### config.mk
export PLATFORM = sky130hd
export DESIGN_NAME = spi_flash_rd_ctrl
export DESIGN_NICKNAME = d
export VERILOG_FILES = /design/src/rtl/spi_frd_pkg.sv /design/src/rtl/spi_frd_cfg.sv /design/src/rtl/spi_frd_tick.sv /design/src/rtl/spi_frd_seq.sv /design/src/rtl/spi_flash_rd_ctrl.sv
export SDC_FILE = /design/constraint.sdc
export NUM_CORES = 1
export LEC_CHECK = 0
export ABC_AREA = 1
export BUFFER_PORTS_ARGS = -buffer_cell sky130_fd_sc_hd__buf_2
export CORE_ASPECT_RATIO = 1.75
export CORE_UTILIZATION = 35
export DETAILED_ROUTE_END_ITERATION = 12
export GPL_ROUTABILITY_DRIVEN = 0
export PLACE_DENSITY = 0.6
export SYNTH_ARGS = -nofsm -noshare
export SYNTH_HDL_FRONTEND = slang
export SYNTH_HIERARCHICAL = 1
export SYNTH_SLANG_ARGS = --single-unit
### constraint.sdc
create_clock -name clk_i -period 2 [get_ports clk_i]
set_input_delay 0.6 -clock clk_i [delete_from_list [all_inputs] [get_ports clk_i]]
set_output_delay 0.6 -clock clk_i [all_outputs]
set_load 0.03 [all_outputs]
### src/rtl/spi_frd_pkg.sv
package spi_frd_pkg;

  typedef enum logic [2:0] {
    ST_IDLE,
    ST_CMD,
    ST_ADDR,
    ST_DUMMY,
    ST_DATA,
    ST_GAP
  } seq_state_e;

  // decoded read template
  typedef struct packed {
    logic [7:0] opcode;
    logic [1:0] lane_log;   // 0: x1, 1: x2, 2: x4
    logic [1:0] dummy;      // dummy clocks / 4
    logic       four_byte;
    logic [1:0] burst;      // cap = 2 << burst
  } rd_tmpl_t;

  localparam logic [31:0] CFG_MASK  = 32'h8303_33FF;
  localparam logic [31:0] CFG_RESET = 32'h0300_0003;
  localparam int          CFG_LOCK  = 31;

  function automatic rd_tmpl_t decode_cfg(input logic [31:0] w);
    rd_tmpl_t t;
    t.opcode    = w[7:0];
    t.lane_log  = (w[9:8] == 2'd3) ? 2'd0 : w[9:8];  // reserved mode runs as x1
    t.dummy     = w[13:12];
    t.four_byte = w[16];
    t.burst     = w[25:24];
    return t;
  endfunction

endpackage

### src/rtl/spi_frd_cfg.sv
module spi_frd_cfg
  import spi_frd_pkg::*;
(
  input  logic        clk_i,
  input  logic        rst_ni,
  input  logic        we_i,
  input  logic [31:0] wdata_i,
  output logic [31:0] cfg_o,
  output rd_tmpl_t    tmpl_o
);

  logic [31:0] cfg_q;

  always_ff @(posedge clk_i or negedge rst_ni) begin
    if (!rst_ni)                        cfg_q <= CFG_RESET;
    else if (we_i && !cfg_q[CFG_LOCK])  cfg_q <= wdata_i & CFG_MASK;
  end

  assign cfg_o  = cfg_q;
  assign tmpl_o = decode_cfg(cfg_q);

  a_r3_locked_stable: assert property (@(posedge clk_i) disable iff (!rst_ni)
    $past(cfg_q[CFG_LOCK]) |-> $stable(cfg_q));

endmodule

### src/rtl/spi_frd_tick.sv
module spi_frd_tick #(
  parameter int DIV = 2
) (
  input  logic clk_i,
  input  logic rst_ni,
  output logic tick_o
);

  localparam int CW = (DIV > 1) ? $clog2(DIV) : 1;

  logic [CW-1:0] cnt_q;

  assign tick_o = (cnt_q == CW'(DIV - 1));

  always_ff @(posedge clk_i or negedge rst_ni) begin
    if (!rst_ni)     cnt_q <= '0;
    else if (tick_o) cnt_q <= '0;
    else             cnt_q <= cnt_q + 1'b1;
  end

endmodule

### src/rtl/spi_frd_seq.sv
module spi_frd_seq
  import spi_frd_pkg::*;
#(
  parameter int NUM_CS = 4,
  parameter int OFF_W  = 27,
  parameter int CS_W   = (NUM_CS > 1) ? $clog2(NUM_CS) : 1
) (
  input  logic              clk_i,
  input  logic              rst_ni,
  input  logic              tick_i,
  input  rd_tmpl_t          tmpl_i,
  input  logic              req_valid_i,
  output logic              req_ready_o,
  input  logic [CS_W-1:0]   req_cs_i,
  input  logic [OFF_W-1:0]  req_off_i,
  input  logic [3:0]        req_len_i,
  output logic              rsp_valid_o,
  output logic [7:0]        rsp_data_o,
  output logic              rsp_last_o,
  output logic              sck_o,
  output logic [NUM_CS-1:0] cs_no,
  output logic [3:0]        io_o,
  output logic [3:0]        io_oe_o,
  input  logic [3:0]        io_i
);

  seq_state_e  state_q;
  rd_tmpl_t    t_q;
  logic        sck_q;
  logic [NUM_CS-1:0] cs_q;
  logic [31:0] tx_q;
  logic [31:0] off_q;
  logic [7:0]  clk_left_q;
  logic [7:0]  rx_q;
  logic [2:0]  bitc_q;
  logic [4:0]  len_q;
  logic [4:0]  bytes_left_q;
  logic        gap_q;
  logic        rsp_valid_q, rsp_last_q;
  logic [7:0]  rsp_data_q;

  // request side decode
  logic [NUM_CS-1:0] sel;
  logic [4:0]        req_bytes, req_cap, eff_len;

  always_comb begin
    for (int i = 0; i < NUM_CS; i++) sel[i] = (req_cs_i == CS_W'(i));
    req_bytes = {1'b0, req_len_i} + 5'd1;
    req_cap   = 5'd2 << tmpl_i.burst;
    eff_len   = (req_bytes < req_cap) ? req_bytes : req_cap;
  end

  // per-template phase lengths
  logic [2:0] cpb_m1;
  logic [7:0] addr_clks, data_clks;
  logic [2:0] shamt;
  logic [7:0] rx_next;

  always_comb begin
    unique case (t_q.lane_log)
      2'd1: begin
        cpb_m1    = 3'd3;
        addr_clks = t_q.four_byte ? 8'd16 : 8'd12;
        data_clks = {1'b0, len_q, 2'b00};
        rx_next   = {rx_q[5:0], io_i[1:0]};
      end
      2'd2: begin
        cpb_m1    = 3'd1;
        addr_clks = t_q.four_byte ? 8'd8 : 8'd6;
        data_clks = {2'b00, len_q, 1'b0};
        rx_next   = {rx_q[3:0], io_i};
      end
      default: begin
        cpb_m1    = 3'd7;
        addr_clks = t_q.four_byte ? 8'd32 : 8'd24;
        data_clks = {len_q, 3'b000};
        rx_next   = {rx_q[6:0], io_i[1]};
      end
    endcase
    shamt = (state_q == ST_CMD) ? 3'd1 : (3'd1 << t_q.lane_log);
  end

  logic active, rise, fall;
  assign active = state_q inside {ST_CMD, ST_ADDR, ST_DUMMY, ST_DATA};
  assign rise   = tick_i && active && !sck_q;
  assign fall   = tick_i && active && sck_q;

  always_ff @(posedge clk_i or negedge rst_ni) begin
    if (!rst_ni) begin
      state_q      <= ST_IDLE;
      t_q          <= '0;
      sck_q        <= 1'b0;
      cs_q         <= '1;
      tx_q         <= '0;
      off_q        <= '0;
      clk_left_q   <= '0;
      rx_q         <= '0;
      bitc_q       <= '0;
      len_q        <= '0;
      bytes_left_q <= '0;
      gap_q        <= 1'b0;
      rsp_valid_q  <= 1'b0;
      rsp_last_q   <= 1'b0;
      rsp_data_q   <= '0;
    end else begin
      rsp_valid_q <= 1'b0;
      unique case (state_q)
        ST_IDLE: if (req_valid_i) begin
          t_q          <= tmpl_i;           // template snapshot
          off_q        <= 32'(req_off_i);
          len_q        <= eff_len;
          bytes_left_q <= eff_len;
          cs_q         <= ~sel;
          tx_q         <= {tmpl_i.opcode, 24'h0};
          clk_left_q   <= 8'd8;
          bitc_q       <= '0;
          state_q      <= ST_CMD;
        end
        ST_GAP: if (tick_i) begin
          if (gap_q) state_q <= ST_IDLE;
          gap_q <= 1'b1;
        end
        default: begin
          if (rise) begin
            sck_q <= 1'b1;
            if (state_q == ST_DATA) begin
              rx_q <= rx_next;
              if (bitc_q == cpb_m1) begin
                bitc_q       <= '0;
                rsp_valid_q  <= 1'b1;
                rsp_data_q   <= rx_next;
                rsp_last_q   <= (bytes_left_q == 5'd1);
                bytes_left_q <= bytes_left_q - 5'd1;
              end else begin
                bitc_q <= bitc_q + 3'd1;
              end
            end
          end else if (fall) begin
            sck_q <= 1'b0;
            if (clk_left_q == 8'd1) begin
              unique case (state_q)
                ST_CMD: begin
                  tx_q       <= t_q.four_byte ? off_q : {off_q[23:0], 8'h0};
                  clk_left_q <= addr_clks;
                  state_q    <= ST_ADDR;
                end
                ST_ADDR: begin
                  if (t_q.dummy != 2'd0) begin
                    clk_left_q <= {4'd0, t_q.dummy, 2'b00};
                    state_q    <= ST_DUMMY;
                  end else begin
                    clk_left_q <= data_clks;
                    state_q    <= ST_DATA;
                  end
                end
                ST_DUMMY: begin
                  clk_left_q <= data_clks;
                  state_q    <= ST_DATA;
                end
                default: begin
                  cs_q    <= '1;
                  gap_q   <= 1'b0;
                  state_q <= ST_GAP;
                end
              endcase
            end else begin
              clk_left_q <= clk_left_q - 8'd1;
              tx_q       <= tx_q << shamt;
            end
          end
        end
      endcase
    end
  end

  // lane drive
  always_comb begin
    io_o    = '0;
    io_oe_o = '0;
    if (state_q == ST_CMD) begin
      io_o[0]    = tx_q[31];
      io_oe_o[0] = 1'b1;
    end else if (state_q == ST_ADDR) begin
      unique case (t_q.lane_log)
        2'd1:    begin io_o[1:0] = tx_q[31:30]; io_oe_o = 4'b0011; end
        2'd2:    begin io_o      = tx_q[31:28]; io_oe_o = 4'b1111; end
        default: begin io_o[0]   = tx_q[31];    io_oe_o = 4'b0001; end
      endcase
    end
  end

  assign req_ready_o = (state_q == ST_IDLE);
  assign sck_o       = sck_q;
  assign cs_no       = cs_q;
  assign rsp_valid_o = rsp_valid_q;
  assign rsp_data_o  = rsp_data_q;
  assign rsp_last_o  = rsp_last_q;

  a_r4_single_cs: assert property (@(posedge clk_i) disable iff (!rst_ni)
    $countones(~cs_q) <= 1);
  a_r10_sck_low_deselected: assert property (@(posedge clk_i) disable iff (!rst_ni)
    (&cs_q) |-> !sck_q);
  a_r10_ready_deselected: assert property (@(posedge clk_i) disable iff (!rst_ni)
    req_ready_o |-> (&cs_q));
  a_r8_rsp_in_data: assert property (@(posedge clk_i) disable iff (!rst_ni)
    rsp_valid_q |-> ($past(state_q) == ST_DATA));
  a_r9_within_cap: assert property (@(posedge clk_i) disable iff (!rst_ni)
    rsp_valid_q |-> ($past(bytes_left_q) != 5'd0));

endmodule

### src/rtl/spi_flash_rd_ctrl.sv
module spi_flash_rd_ctrl
  import spi_frd_pkg::*;
#(
  parameter int NUM_CS   = 4,
  parameter int WIN_LOG2 = 27,
  parameter int SCK_DIV  = 2,
  parameter int ADDR_W   = WIN_LOG2 + ((NUM_CS > 1) ? $clog2(NUM_CS) : 1)
) (
  input  logic              clk_i,
  input  logic              rst_ni,
  input  logic              cfg_we_i,
  input  logic [31:0]       cfg_wdata_i,
  output logic [31:0]       cfg_rdata_o,
  input  logic              req_valid_i,
  output logic              req_ready_o,
  input  logic [ADDR_W-1:0] req_addr_i,
  input  logic [3:0]        req_len_i,
  output logic              rsp_valid_o,
  output logic [7:0]        rsp_data_o,
  output logic              rsp_last_o,
  output logic              spi_sck_o,
  output logic [NUM_CS-1:0] spi_cs_no,
  output logic [3:0]        spi_io_o,
  output logic [3:0]        spi_io_oe_o,
  input  logic [3:0]        spi_io_i
);

  localparam int CS_W = ADDR_W - WIN_LOG2;

  rd_tmpl_t tmpl;
  logic     tick;

  spi_frd_cfg u_cfg (
    .clk_i   (clk_i),
    .rst_ni  (rst_ni),
    .we_i    (cfg_we_i),
    .wdata_i (cfg_wdata_i),
    .cfg_o   (cfg_rdata_o),
    .tmpl_o  (tmpl)
  );

  spi_frd_tick #(.DIV(SCK_DIV)) u_tick (
    .clk_i  (clk_i),
    .rst_ni (rst_ni),
    .tick_o (tick)
  );

  spi_frd_seq #(
    .NUM_CS (NUM_CS),
    .OFF_W  (WIN_LOG2),
    .CS_W   (CS_W)
  ) u_seq (
    .clk_i       (clk_i),
    .rst_ni      (rst_ni),
    .tick_i      (tick),
    .tmpl_i      (tmpl),
    .req_valid_i (req_valid_i),
    .req_ready_o (req_ready_o),
    .req_cs_i    (req_addr_i[ADDR_W-1:WIN_LOG2]),
    .req_off_i   (req_addr_i[WIN_LOG2-1:0]),
    .req_len_i   (req_len_i),
    .rsp_valid_o (rsp_valid_o),
    .rsp_data_o  (rsp_data_o),
    .rsp_last_o  (rsp_last_o),
    .sck_o       (spi_sck_o),
    .cs_no       (spi_cs_no),
    .io_o        (spi_io_o),
    .io_oe_o     (spi_io_oe_o),
    .io_i        (spi_io_i)
  );

endmodule

==> metrics.cfg <==
[timing]
setup_viol = 12
fin_ws_ns = -0.379
rsz0062_at_grt = true
hold_viol = 0
slew_viol_final = 0
fin_skew_ns = 0.00902
fmax_mhz = 420
min_period_over_period = 1.19
period_minus_slack_ns = 2.38

[grt]
gr-usage-all-layers = 0.217
grt_overflow = 0
grt_pass1_wl_um = 40300
antenna_found_initial = 0
first_global_vias = 7929
grt_max_degree = 48

[placed_design]
preCtsSetupSlack_ns = -0.270
port_buffers = 98
dp_hpwl_um = 18900

[logic_synthesis]
netlist_area_um2 = 8190
yosysUniqueCellTypes = 45
yosys_warnings = 6
synth_edf_count = 0
postSynthAreaPerCell_um2 = 7.18
yosysSeqAreaShare = 0.395
synth_ff_type = dfrtp_1
ys_ff_latch = 129
synthArstFlopShare = 1.00
synthCells = 1141

[outcome]
outcome = finished with violations
violations = negative setup slack

[cts]
root_buffer = clkbuf_16
clkSinkCount = 129
h-tree-depth = 4
cts_tree = yes
clk_pin_slew_ns = 0.06
cts_buffer_depth = 2
numCtsBuffers = 17
clk_latency_ns = 0.44

[pwr]
p_leak_nw = 5.27
p_comb_frac = 0.624
power_switching_mw = 9.49
p_per_area_nw_per_um2 = 1900
switching_share = 0.475
seq_power_share = 0.224
p_clk_frac = 0.151
p_int_mw = 10.5
ir_drop_mv = 0.876
power_mw = 20.0

[setup_path]
cp_cell_sequence = inv_2 -> ha_1 -> buf_6 -> clkinv_4 -> buf_4 -> nor3_4 -> buf_6
critPathKind = reg -> out
arrival_ns = 1.78
endpoint_kind = output pin
crit_required_ns = 1.40
critPathSlowestCell = dfrtp_1
slowest_delay_ns = 0.39
worstSetupStartpointType = flop
reg2reg_slack_ns = -0.02
cp_max_fo = 4
cpMostUsedCell = buf_6

[die]
die_h_um = 204
start_util = 0.359
rows = 73
coreArea_um2 = 22800
io_pins = 129
die_w_um = 118
fp.dieArea_um2 = 24100

[layout]
fin_nets = 1381
n_antenna_cell = 0
syn_to_final_growth_pct = 28.1
final_common_cell = nand2_1
drive_gt1_frac = 0.261
final_cell_mix = nand2_1 (291), nand3_1 (165), dfrtp_1 (120)
nFillCells = 2395

[routing]
antenna_left = 0
wl_per_cell_um = 16.2
vias = 8345
first_pass_iters = 6
drt_iter0_markers = 653
via_per_inst = 5.19
drt_wl_total_um = 26100
drc = 0

[run]
maxCapViolations = 0

[worst_hold_path]
min_path_type = in -> async

==> final cells by class <==
cell class              instances  area (µm²)  share of cell area
clock buffers                  24         492              0.0468
multi-input cells             858        4340               0.413
flip-flops and latches        129        3240               0.309
well taps                     300         375              0.0357
inverters                      88         355              0.0338
clock inverters                 8        78.8             0.00751
repair buffers                201        1620               0.154
==> final timing paths <==
kind	from	to	cells after the start
max reg2reg	u_seq/t_q[5]$_DFFE_PN0P_	u_seq/bytes_left_q[0]$_DFFE_PN0P_	12
min	rst_ni	u_seq/tx_q[11]$_DFFE_PN0P_	1
max	u_seq/t_q[5]$_DFFE_PN0P_	spi_io_o[3]	7
min reg2reg	u_cfg/cfg_o[17]$_DFFE_PN0P_	u_cfg/cfg_o[17]$_DFFE_PN0P_	2
max in group asynchronous	rst_ni	u_cfg/cfg_o[0]$_DFFE_PN1P_	2
min in group clk_i	cfg_wdata_i[31]	u_cfg/cfg_o[31]$_DFFE_PN0P_	3
==> Yosys cell counts, types with 2 or more instances <==
library cell | n | area share
mux2_2 | 19 | 0.026
clkinv_1 | 2 | 0.00092
nand2_4 | 2 | 0.0027
nor2_2 | 2 | 0.0015
o211ai_1 | 4 | 0.0037
nand3_1 | 168 | 0.10
buf_4 | 40 | 0.037
nand3b_1 | 2 | 0.0018
ha_1 | 13 | 0.020
xnor2_1 | 2 | 0.0021
clkbuf_1 | 16 | 0.0073
o22ai_1 | 7 | 0.0053
inv_1 | 74 | 0.034
dfstp_2 | 8 | 0.026
nor2_1 | 122 | 0.056
a31oi_1 | 2 | 0.0015
nand2_1 | 300 | 0.14
or2_2 | 2 | 0.0015
nor2_4 | 3 | 0.0041
xor2_1 | 6 | 0.0064
inv_2 | 11 | 0.0050
a21oi_1 | 57 | 0.035
buf_2 | 20 | 0.012
buf_6 | 3 | 0.0041
nand2_2 | 15 | 0.011
o21ai_0 | 69 | 0.042
nor3_1 | 10 | 0.0061
a22oi_1 | 3 | 0.0027
nand4_1 | 7 | 0.0053
o21ai_1 | 17 | 0.010
dfrtp_1 | 121 | 0.37
==> per-stage QoR <==
stage	std cells	setup TNS [ns]	cell area, µm²	hold WS [ns]	util
6_report	1608	-2.33	10500	0.0762	0.460
3_3_place_gp	1542	-1.56	9360	0.456	0.410
5_1_grt	1608	-3.88	10500	0.0873	0.460
4_1_cts	1586	-2.57	10100	0.0807	0.444
3_5_place_dp	1542	-2.14	9360	0.466	0.410
2_1_floorplan	1155	-0.126	8360	0.304	-
==> sequential cells by signal, summed over array words and instances (netlist names), 3 cells and up <==
| name | flops |
|---|---|
| u_seq/state_q | 3 |
| u_seq/bitc_q | 3 |
| u_seq/rx_q | 7 |
| u_seq/bytes_left_q | 5 |
| u_seq/clk_left_q | 8 |
| u_seq/t_q | 5 |
| u_seq/rsp_data_o | 8 |
| u_seq/cs_no | 4 |
| u_cfg/cfg_o | 17 |
| u_seq/tx_q | 32 |
| u_seq/len_q | 5 |
| u_seq/off_q | 27 |
==> critical path: cells and delay by family, from the launching register on <==
kind,cells,cell delay (ns)
flip-flops,1,0.39
buffers and inverters,5,0.61
AND/OR/NAND/NOR,1,0.18
adder cells (fa/ha/maj),1,0.17
==> repair_timing <==
item,CTS,global route
pin swaps,4,18
gates resized for setup,40,49
hold buffers,0,0
endpoints found under the setup margin,9,51
buffers inserted,12,23
cloned,0,5
==> power groups by stage <==
stage          registers, mW  clock network, mW  logic, mW
2_1_floorplan           4.41                  0       7.57
3_3_place_gp            4.48                  0       10.8
3_5_place_dp            4.50                  0       10.9
4_1_cts                 4.47               3.11       11.4
5_1_grt                 4.59               3.22       13.8
6_report                4.48               3.03       12.5
==> cell families (layout without fill, tap and decap cells) <==
group	Yosys count	in the layout	synth area share
flip-flops	129	129	0.395
multiplexers	19	19	0.0261
AO/OA/AOI/OAI	164	164	0.106
AND/OR/NAND/NOR	637	639	0.339
buffers and inverters	170	321	0.106
adder cells (fa/ha/maj)	13	13	0.0199
XOR/XNOR	8	8	0.00855
other	1	15	0.000458
==> per-layer routing <==
| layer | wire [µm] | up-vias | part of all wire | GRT usage |
|---|---|---|---|---|
| li1 | - | 4018 | - | - |
| met2 | 14100 | 280 | 0.54 | 0.404 |
| met5 | 0 | - | 0 | 0 |
| met1 | 9510 | 3955 | 0.36 | 0.221 |
| met3 | 1020 | 92 | 0.039 | 0.0374 |
| met4 | 1470 | 0 | 0.056 | 0.141 |
(Power assumes the default switching activity.)
